==> config.mk <==
export PLATFORM = sky130hd
export DESIGN_NAME = dma_burst_ctrl
export DESIGN_NICKNAME = d
export VERILOG_FILES = /design/src/rtl/dma_burst_pkg.sv /design/src/rtl/dma_strobe_qual.sv /design/src/rtl/dma_req_ctrl.sv /design/src/rtl/dma_pack.sv /design/src/rtl/dma_burst_ctrl.sv
export SDC_FILE = /design/constraint.sdc
export NUM_CORES = 1
export LEC_CHECK = 0
export ABC_AREA = 1
export ABC_CLOCK_PERIOD_IN_PS = 3850
export CAP_MARGIN = 20
export CORE_MARGIN = 4
export CORE_UTILIZATION = 65
export DETAILED_ROUTE_END_ITERATION = 8
export DONT_BUFFER_PORTS = 1
export GPL_TIMING_DRIVEN = 0
export HOLD_SLACK_MARGIN = 0.15
export PLACE_DENSITY_LB_ADDON = 0.3
export SYNTH_ARGS = -nofsm -noshare
export SYNTH_HDL_FRONTEND = slang
export SYNTH_SLANG_ARGS = --single-unit
==> constraint.sdc <==
create_clock -name clk -period 3.85 [get_ports clk]
set_input_delay 0.77 -clock clk [delete_from_list [all_inputs] [get_ports clk]]
set_output_delay 0.77 -clock clk [all_outputs]
set_load 0.03 [all_outputs]
==> src/rtl/dma_burst_pkg.sv <==
package dma_burst_pkg;

  typedef enum logic [1:0] {
    MODE_SINGLE   = 2'b00,
    MODE_BURST    = 2'b01,
    MODE_RESERVED = 2'b10,
    MODE_HELD_ACK = 2'b11
  } dma_mode_e;

  // odd parity bit for one byte
  function automatic logic odd_par(input logic [7:0] b);
    return ~^b;
  endfunction

endpackage

==> src/rtl/dma_strobe_qual.sv <==
module dma_strobe_qual (
  input  logic clk,
  input  logic rst_n,
  input  logic xfer_to_host,
  input  logic rd_stb,
  input  logic wr_stb,
  input  logic ack,
  input  logic cfg_ack_hold,
  input  logic cfg_rd_ack_pulse,
  input  logic cnt_nonzero,
  output logic beat
);

  logic stb, stb_q, stb_q_n;
  logic armed_q, armed_n;
  logic need_rearm;

  always_comb begin
    stb        = xfer_to_host ? rd_stb : wr_stb;
    need_rearm = !cfg_ack_hold || (xfer_to_host && cfg_rd_ack_pulse);
    beat       = stb && !stb_q && ack && (armed_q || !need_rearm) && cnt_nonzero;
    stb_q_n    = stb;
    if (!ack)      armed_n = 1'b1;
    else if (beat) armed_n = 1'b0;
    else           armed_n = armed_q;
  end

  always_ff @(posedge clk or negedge rst_n) begin
    if (!rst_n) begin
      stb_q   <= 1'b0;
      armed_q <= 1'b1;
    end else begin
      stb_q   <= stb_q_n;
      armed_q <= armed_n;
    end
  end

  // under a steady acknowledge, a fresh-acknowledge mode accepts no second strobe
  a_r10_rearm: assert property (@(posedge clk) disable iff (!rst_n)
    (need_rearm && $past(need_rearm) && $past(beat) && ack && $past(ack)) |-> !beat);

endmodule

==> src/rtl/dma_req_ctrl.sv <==
module dma_req_ctrl #(
  parameter int CNT_W       = 16,
  parameter int FIFO_DEPTH  = 16,
  parameter int BURST_BYTES = 8,
  localparam int LVL_W      = $clog2(FIFO_DEPTH + 1),
  localparam int BL_W       = $clog2(BURST_BYTES + 1)
) (
  input  logic             clk,
  input  logic             rst_n,
  input  logic             cfg_burst8,
  input  logic             cfg_wide,
  input  logic             cfg_odd_via_fifo,
  input  logic             xfer_to_host,
  input  logic             role_target,
  input  logic             xfer_load,
  input  logic [CNT_W-1:0] xfer_bytes,
  input  logic [LVL_W-1:0] fifo_level,
  input  logic             scsi_cnt_zero,
  input  logic             phase_change,
  input  logic             attention,
  input  logic             target_done,
  input  logic             beat,
  output logic             req,
  output logic             unit_two,
  output logic             cnt_nonzero
);

  localparam logic [LVL_W-1:0] DEPTH_L = LVL_W'(FIFO_DEPTH);
  localparam logic [LVL_W-1:0] BURST_L = LVL_W'(BURST_BYTES);
  localparam logic [BL_W-1:0]  BURST_B = BL_W'(BURST_BYTES);

  logic [CNT_W-1:0] cnt_q, cnt_n, cnt_after;
  logic [BL_W-1:0]  blft_q, blft_n, blft_after;
  logic             burst_q, burst_n;
  logic             drain_q, drain_n;
  logic             req_q, req_n;

  logic [LVL_W-1:0] free_bytes, unit_lvl;
  logic             unit_ok, odd_hold, odd_after, can_go;
  logic             flush_now, trig, cont;

  always_comb begin
    free_bytes = DEPTH_L - fifo_level;
    unit_two   = cfg_wide && (cnt_q >= CNT_W'(2));
    unit_lvl   = unit_two ? LVL_W'(2) : LVL_W'(1);
    unit_ok    = xfer_to_host ? (fifo_level >= unit_lvl) : (free_bytes >= unit_lvl);
    odd_hold   = cfg_wide && cfg_odd_via_fifo && (cnt_q == CNT_W'(1));
    can_go     = (cnt_q != '0) && unit_ok && !odd_hold;
    flush_now  = role_target ? (target_done || attention) : (scsi_cnt_zero || phase_change);
    trig       = xfer_to_host
                 ? (drain_q || flush_now || (!role_target && (fifo_level >= BURST_L)))
                 : (free_bytes >= BURST_L);
    cnt_after  = beat ? cnt_q - (unit_two ? CNT_W'(2) : CNT_W'(1)) : cnt_q;
    blft_after = beat ? blft_q - (unit_two ? BL_W'(2) : BL_W'(1)) : blft_q;
    odd_after  = cfg_wide && cfg_odd_via_fifo && (cnt_after == CNT_W'(1));
    cont       = 1'b0;

    cnt_n   = cnt_after;
    blft_n  = blft_q;
    burst_n = 1'b0;
    req_n   = 1'b0;
    drain_n = drain_q || flush_now;

    if (xfer_load) begin
      cnt_n   = xfer_bytes;
      blft_n  = '0;
      drain_n = 1'b0;
    end else if (!cfg_burst8) begin
      req_n  = can_go && !beat;
    end else if (burst_q) begin
      if (beat) cont = (blft_after != '0) && (cnt_after != '0) && !odd_after;
      else      cont = can_go;
      burst_n = cont;
      req_n   = cont;
      blft_n  = blft_after;
    end else if (trig && can_go) begin
      burst_n = 1'b1;
      req_n   = 1'b1;
      blft_n  = BURST_B;
    end
  end

  always_ff @(posedge clk or negedge rst_n) begin
    if (!rst_n) begin
      cnt_q   <= '0;
      blft_q  <= '0;
      burst_q <= 1'b0;
      drain_q <= 1'b0;
      req_q   <= 1'b0;
    end else begin
      cnt_q   <= cnt_n;
      blft_q  <= blft_n;
      burst_q <= burst_n;
      drain_q <= drain_n;
      req_q   <= req_n;
    end
  end

  assign req         = req_q;
  assign cnt_nonzero = (cnt_q != '0);

  // single-transfer mode drops the request after each accepted strobe
  a_r2_drop_after_strobe: assert property (@(posedge clk) disable iff (!rst_n)
    (!cfg_burst8 && beat) |=> !req_q);

  // a write burst never starts without room for a full burst
  a_r4_write_room: assert property (@(posedge clk) disable iff (!rst_n)
    ($rose(req_q) && cfg_burst8 && $past(cfg_burst8) && !xfer_to_host && !$past(xfer_to_host))
      |-> $past(free_bytes >= BURST_L));

  // burst budget never exceeds one burst
  a_r4_burst_len: assert property (@(posedge clk) disable iff (!rst_n)
    blft_q <= BURST_B);

  // no request while a held-back odd byte is the only one left
  a_r7_odd_hold: assert property (@(posedge clk) disable iff (!rst_n)
    (req_q && cfg_wide && cfg_odd_via_fifo && $stable(cfg_wide) && $stable(cfg_odd_via_fifo))
      |-> (cnt_q != CNT_W'(1)));

  // no request with an empty count
  a_r11_no_req_empty: assert property (@(posedge clk) disable iff (!rst_n)
    req_q |-> (cnt_q != '0));

endmodule

==> src/rtl/dma_pack.sv <==
module dma_pack
  import dma_burst_pkg::*;
(
  input  logic        clk,
  input  logic        rst_n,
  input  logic        xfer_to_host,
  input  logic        unit_two,
  input  logic        beat,
  input  logic [15:0] fifo_head,
  input  logic [15:0] dma_din,
  output logic [15:0] dma_dout,
  output logic [1:0]  dma_par,
  output logic [1:0]  fifo_pop,
  output logic [1:0]  fifo_push,
  output logic [15:0] fifo_wdata
);

  logic [1:0] unit_cnt;

  always_comb begin
    unit_cnt   = unit_two ? 2'd2 : 2'd1;
    dma_dout   = unit_two ? fifo_head : {8'hFF, fifo_head[7:0]};
    dma_par    = {odd_par(dma_dout[15:8]), odd_par(dma_dout[7:0])};
    fifo_pop   = (beat && xfer_to_host)  ? unit_cnt : 2'd0;
    fifo_push  = (beat && !xfer_to_host) ? unit_cnt : 2'd0;
    fifo_wdata = dma_din;
  end

  // a single-byte read word carries ones above the data byte
  a_r8_pad_ones: assert property (@(posedge clk) disable iff (!rst_n)
    (fifo_pop == 2'd1) |-> (dma_dout[15:8] == 8'hFF && dma_par[1]));

  // at most one direction moves bytes in a cycle
  a_r3_one_way: assert property (@(posedge clk) disable iff (!rst_n)
    !((fifo_pop != 2'd0) && (fifo_push != 2'd0)));

endmodule

==> src/rtl/dma_burst_ctrl.sv <==
module dma_burst_ctrl
  import dma_burst_pkg::*;
#(
  parameter int CNT_W       = 16,
  parameter int FIFO_DEPTH  = 16,
  parameter int BURST_BYTES = 8,
  parameter int OFF_W       = 4,
  parameter int OFFS_SINGLE = 15,
  parameter int OFFS_BURST  = 7,
  localparam int LVL_W      = $clog2(FIFO_DEPTH + 1)
) (
  input  logic             clk,
  input  logic             rst_n,
  input  logic             cfg_burst8,
  input  logic             cfg_ack_hold,
  input  logic             cfg_rd_ack_pulse,
  input  logic             cfg_wide,
  input  logic             cfg_odd_via_fifo,
  input  logic             xfer_to_host,
  input  logic             role_target,
  input  logic             xfer_load,
  input  logic [CNT_W-1:0] xfer_bytes,
  input  logic [LVL_W-1:0] fifo_level,
  input  logic [15:0]      fifo_head,
  input  logic             scsi_cnt_zero,
  input  logic             phase_change,
  input  logic             attention,
  input  logic             target_done,
  input  logic             dma_ack,
  input  logic             dma_rd_stb,
  input  logic             dma_wr_stb,
  input  logic [15:0]      dma_din,
  output logic             dma_req,
  output logic [15:0]      dma_dout,
  output logic [1:0]       dma_par,
  output logic [1:0]       fifo_pop,
  output logic [1:0]       fifo_push,
  output logic [15:0]      fifo_wdata,
  output logic [OFF_W-1:0] sync_offset_max
);

  logic      beat, unit_two, cnt_nonzero;
  dma_mode_e mode;

  always_comb begin
    mode = dma_mode_e'({cfg_ack_hold, cfg_burst8});
    unique case (mode)
      MODE_BURST, MODE_HELD_ACK: sync_offset_max = OFF_W'(OFFS_BURST);
      default:                   sync_offset_max = OFF_W'(OFFS_SINGLE);
    endcase
  end

  dma_strobe_qual u_qual (
    .clk              (clk),
    .rst_n            (rst_n),
    .xfer_to_host     (xfer_to_host),
    .rd_stb           (dma_rd_stb),
    .wr_stb           (dma_wr_stb),
    .ack              (dma_ack),
    .cfg_ack_hold     (cfg_ack_hold),
    .cfg_rd_ack_pulse (cfg_rd_ack_pulse),
    .cnt_nonzero      (cnt_nonzero),
    .beat             (beat)
  );

  dma_req_ctrl #(
    .CNT_W       (CNT_W),
    .FIFO_DEPTH  (FIFO_DEPTH),
    .BURST_BYTES (BURST_BYTES)
  ) u_req (
    .clk              (clk),
    .rst_n            (rst_n),
    .cfg_burst8       (cfg_burst8),
    .cfg_wide         (cfg_wide),
    .cfg_odd_via_fifo (cfg_odd_via_fifo),
    .xfer_to_host     (xfer_to_host),
    .role_target      (role_target),
    .xfer_load        (xfer_load),
    .xfer_bytes       (xfer_bytes),
    .fifo_level       (fifo_level),
    .scsi_cnt_zero    (scsi_cnt_zero),
    .phase_change     (phase_change),
    .attention        (attention),
    .target_done      (target_done),
    .beat             (beat),
    .req              (dma_req),
    .unit_two         (unit_two),
    .cnt_nonzero      (cnt_nonzero)
  );

  dma_pack u_pack (
    .clk          (clk),
    .rst_n        (rst_n),
    .xfer_to_host (xfer_to_host),
    .unit_two     (unit_two),
    .beat         (beat),
    .fifo_head    (fifo_head),
    .dma_din      (dma_din),
    .dma_dout     (dma_dout),
    .dma_par      (dma_par),
    .fifo_pop     (fifo_pop),
    .fifo_push    (fifo_push),
    .fifo_wdata   (fifo_wdata)
  );

  // burst modes cap the synchronous offset
  a_r1_offset: assert property (@(posedge clk) disable iff (!rst_n)
    cfg_burst8 |-> (sync_offset_max == OFF_W'(OFFS_BURST)));

endmodule

==> results.toml <==
[status]
outcome = "completed"

[power_and_ir_drop]
p_seq_share_pct = 40.2
power_switching_w = 0.000328
swShare_pct = 41.3
clockPowerShare_pct = 21.1
powerDensity_nw_per_um2 = 292
leakagePower_nw = 1.41
ir_drop_mv = 0.185
p_total_w = 0.000792
p_int_w = 0.000465
combPwrFrac_pct = 38.8

[worst_setup_path]
r2r_slack_ns = 0.43
crit_path_start_kind = "register"
worstRegToRegCells = 24
required_ns = 3.08
worstSetupEndpointType = "output port"
cp_max_fo = 14
arrival_ns = 2.82
crit_start = "u_req.cnt_q[7]"
critical_path_class = "register to output port"
rr_startpoint = "u_req.cnt_q[7]"

[logic_synthesis]
synth_cell_type_count = 34
synth_compound_area_share_pct = 7.96
synth_area_sq_um = 2590
synth.area.mux_share_pct = 0
synth_ff_type = "dfrtp_1"
synth-edff-count = 0
synth_top_family_by_area = "simple AND/OR/NAND/NOR gates"
netlist_instances = 402
synthSimpleGateAreaFrac_pct = 37.7
synthArstFlopShare_pct = 100
synth_xor_area_share_pct = 6.41
ys_ff_latch = 25
synth_warnings = 0
yosys.area_share.adder_pct = 6.36
synth-seq-area-share_pct = 24.2
avgSynthCellArea_sq_um = 6.46

[timing]
fmax_ghz = 0.278
maxSlewViolCount = 0
tns_ns = 0
final-setup-viol-count = 0
worstMarginPinSlew_ns = 0.892
timing.final.hold_violations = 0
setup_ws_ns = 0.258
post-route-period-util_pct = 93.3
min_period_ns = 3.59
fin_skew_ns = 0.00550
rsz0062_at_grt = "no"
max_slew_margin_pct = 40.1

[cts]
clkTransAtPathRegs_ns = 0.10
numClockSinks = 25
worstSkewPairLatency_ns = 0.28
cts_tree = "yes"
cts_buffer_depth = 2
root_buffer = "clkbuf_8"
htree_num_levels = 1
numCtsBuffers = 3
hold_buffers = 0

[placed_design]
hpwlAfterDp_um = 5110
portBuffers = 0
place_congestion = 0.864
place_ws_ns = 0.410

[floorplan]
fp.dieW_um = 71.2
start_util_pct = 68.8
fp.dieH_um = 71.2
fp.dieArea_sq_um = 5070
core_area_sq_um = 3770
num_rows = 22
num_io_pins = 113

[routing]
wl_um = 6400
drc = 0
vias = 2499
via_per_inst = 5.48
dr.pass1.iters = 4
drt_iter0_markers = 183
wl_per_cell_um = 14.0
postRouteAntennaNets = 0

[cells_and_area]
antenna_cells = 0
final_nets = 491
synthToLayoutAreaGrowth_pct = 4.68
drive_gt1_share_pct = 14.0

[global_route]
grt_max_degree = 26
track_usage_pct = 25.1
grt_antenna_before_repair = 0
grt-ovfl-total = 0
grt_pass1_wl_um = 10400
grt_pass1_vias = 2402

[hold_path]
hp-class = "input pin to async pin"

[flow_run]
cap_violations = 0
repair_timing:
action / in CTS / in global routing
resized for setup: 0 / 1
setup endpoints to repair: 0 / 1
setup buffers: 0 / 0
layout by cell type (no fill, tap or decap), types with 2 or more instances in the layout:
| master | synthesis | layout |
|---|---|---|
| o21ai_1 | 3 | 3 |
| o21ai_0 | 13 | 13 |
| nor2_1 | 50 | 50 |
| xnor2_1 | 11 | 10 |
| nand2_1 | 128 | 128 |
| o22ai_1 | 3 | 3 |
| xor2_1 | 8 | 8 |
| nand2_4 | 2 | 2 |
| a31oi_1 | 10 | 10 |
| ha_1 | 10 | 10 |
| buf_4 | 27 | 27 |
| inv_1 | 47 | 47 |
| nand4_1 | 2 | 2 |
| nor2_2 | 3 | 3 |
| a21oi_1 | 4 | 4 |
| clkbuf_8 | 0 | 3 |
| conb_1 | 1 | 3 |
| buf_6 | 2 | 2 |
| nor2_4 | 3 | 3 |
| nor3_1 | 6 | 6 |
| clkbuf_1 | 3 | 3 |
| nand3_1 | 16 | 16 |
| dfrtp_1 | 24 | 24 |
| nand2_2 | 8 | 8 |
| nand3b_1 | 6 | 6 |
| fa_1 | 2 | 2 |
| inv_2 | 2 | 2 |
power groups by stage:
stage          clock network, W  registers, W  logic, W
5_1_grt                0.000172      0.000322  0.000340
2_1_floorplan                 0      0.000315  0.000263
6_report               0.000167      0.000318  0.000307
3_5_place_dp                  0      0.000323  0.000301
3_3_place_gp                  0      0.000321  0.000293
4_1_cts                0.000168      0.000318  0.000302
per-stage QoR:
stage / cells / cell area [sq um] / util (%) / hold WS, ns
after floorplan: 404 / 2600 / - / 0.441
after global placement: 452 / 2660 / 70.6 / 0.454
after detailed placement: 452 / 2660 / 70.6 / 0.475
after CTS: 456 / 2710 / 71.8 / 0.168
after global routing: 456 / 2720 / 72.0 / 0.164
final: 456 / 2720 / 72.0 / 0.172
cells by family (layout without fill, tap and decap cells):
logic type | Yosys count | after routing
DFF | 25 | 25
and+or+nand+nor | 226 | 226
AOI/OAI and AO/OA | 36 | 36
buffers and inverters | 83 | 87
xor gates and xnor gates | 19 | 19
other | 1 | 3
adders and majority gates | 12 | 12
per-layer routing:
| layer | vias up | track usage [%] | part of all wire, % |
|---|---|---|---|
| li1 | 1244 | - | - |
| met1 | 1109 | 29.7 | 39 |
| met2 | 138 | 44.9 | 49 |
| met3 | 8 | 6.39 | 11 |
| met4 | 0 | 6.68 | 1.1 |
| met5 | - | 0 | 0 |
registers in the layout (all words and copies together) (netlist names):
signal          count
u_req.cnt_q        16
u_req.blft_q        4
u_req.drain_q       1
u_qual.armed_q      1
u_req.req           1
u_req.burst_q       1
u_qual.stb_q        1
layout make-up:
| cell class | count | area (sq um) |
|---|---|---|
| multi-input cells | 296 | 1530 |
| fillers | 331 | 1050 |
| flip-flops and latches | 25 | 627 |
| plain buffers | 33 | 256 |
| inverters | 50 | 193 |
| well taps | 48 | 60.1 |
| clock buffers | 3 | 41.3 |
| clock inverters | 1 | 5.00 |
final timing paths:
check                                       to
worst max-delay path                dma_par[1]
worst min-delay path            u_req.cnt_q[3]
worst max register to register       u_req.req
worst min register to register  u_qual.armed_q
max in group asynchronous       u_qual.armed_q
min in group clk                u_qual.armed_q
synth_stat cells (3+ instances only):
| cell type | number | area, sq um |
|---|---|---|
| xor2_1 | 8 | 70.1 |
| a21oi_1 | 4 | 20.0 |
| nand3_1 | 16 | 80.1 |
| inv_1 | 47 | 176 |
| nand3b_1 | 6 | 45.0 |
| a31oi_1 | 10 | 62.6 |
| nor2_1 | 50 | 188 |
| nand2_1 | 128 | 480 |
| o21ai_1 | 3 | 15.0 |
| nand2_2 | 8 | 50.1 |
| xnor2_1 | 11 | 96.3 |
| dfrtp_1 | 24 | 601 |
| ha_1 | 10 | 125 |
| o21ai_0 | 13 | 65.1 |
| nor2_2 | 3 | 18.8 |
| buf_4 | 27 | 203 |
| clkbuf_1 | 3 | 11.3 |
| nor3_1 | 6 | 30.0 |
| nor2_4 | 3 | 33.8 |
| o22ai_1 | 3 | 18.8 |
critical path, cell delays in order, from the launching register on:
cell and delay [ns]:
dfrtp_1 0.45, nor2_2 0.18, nand2_2 0.12, nor3_1 0.16, nand2_1 0.13, nand2_2 0.31, inv_2 0.16, nand2_1 0.30
xnor2_1 0.14, xor2_1 0.18, xnor2_2 0.40
No activity file was read; power rests on OpenSTA's default activity.
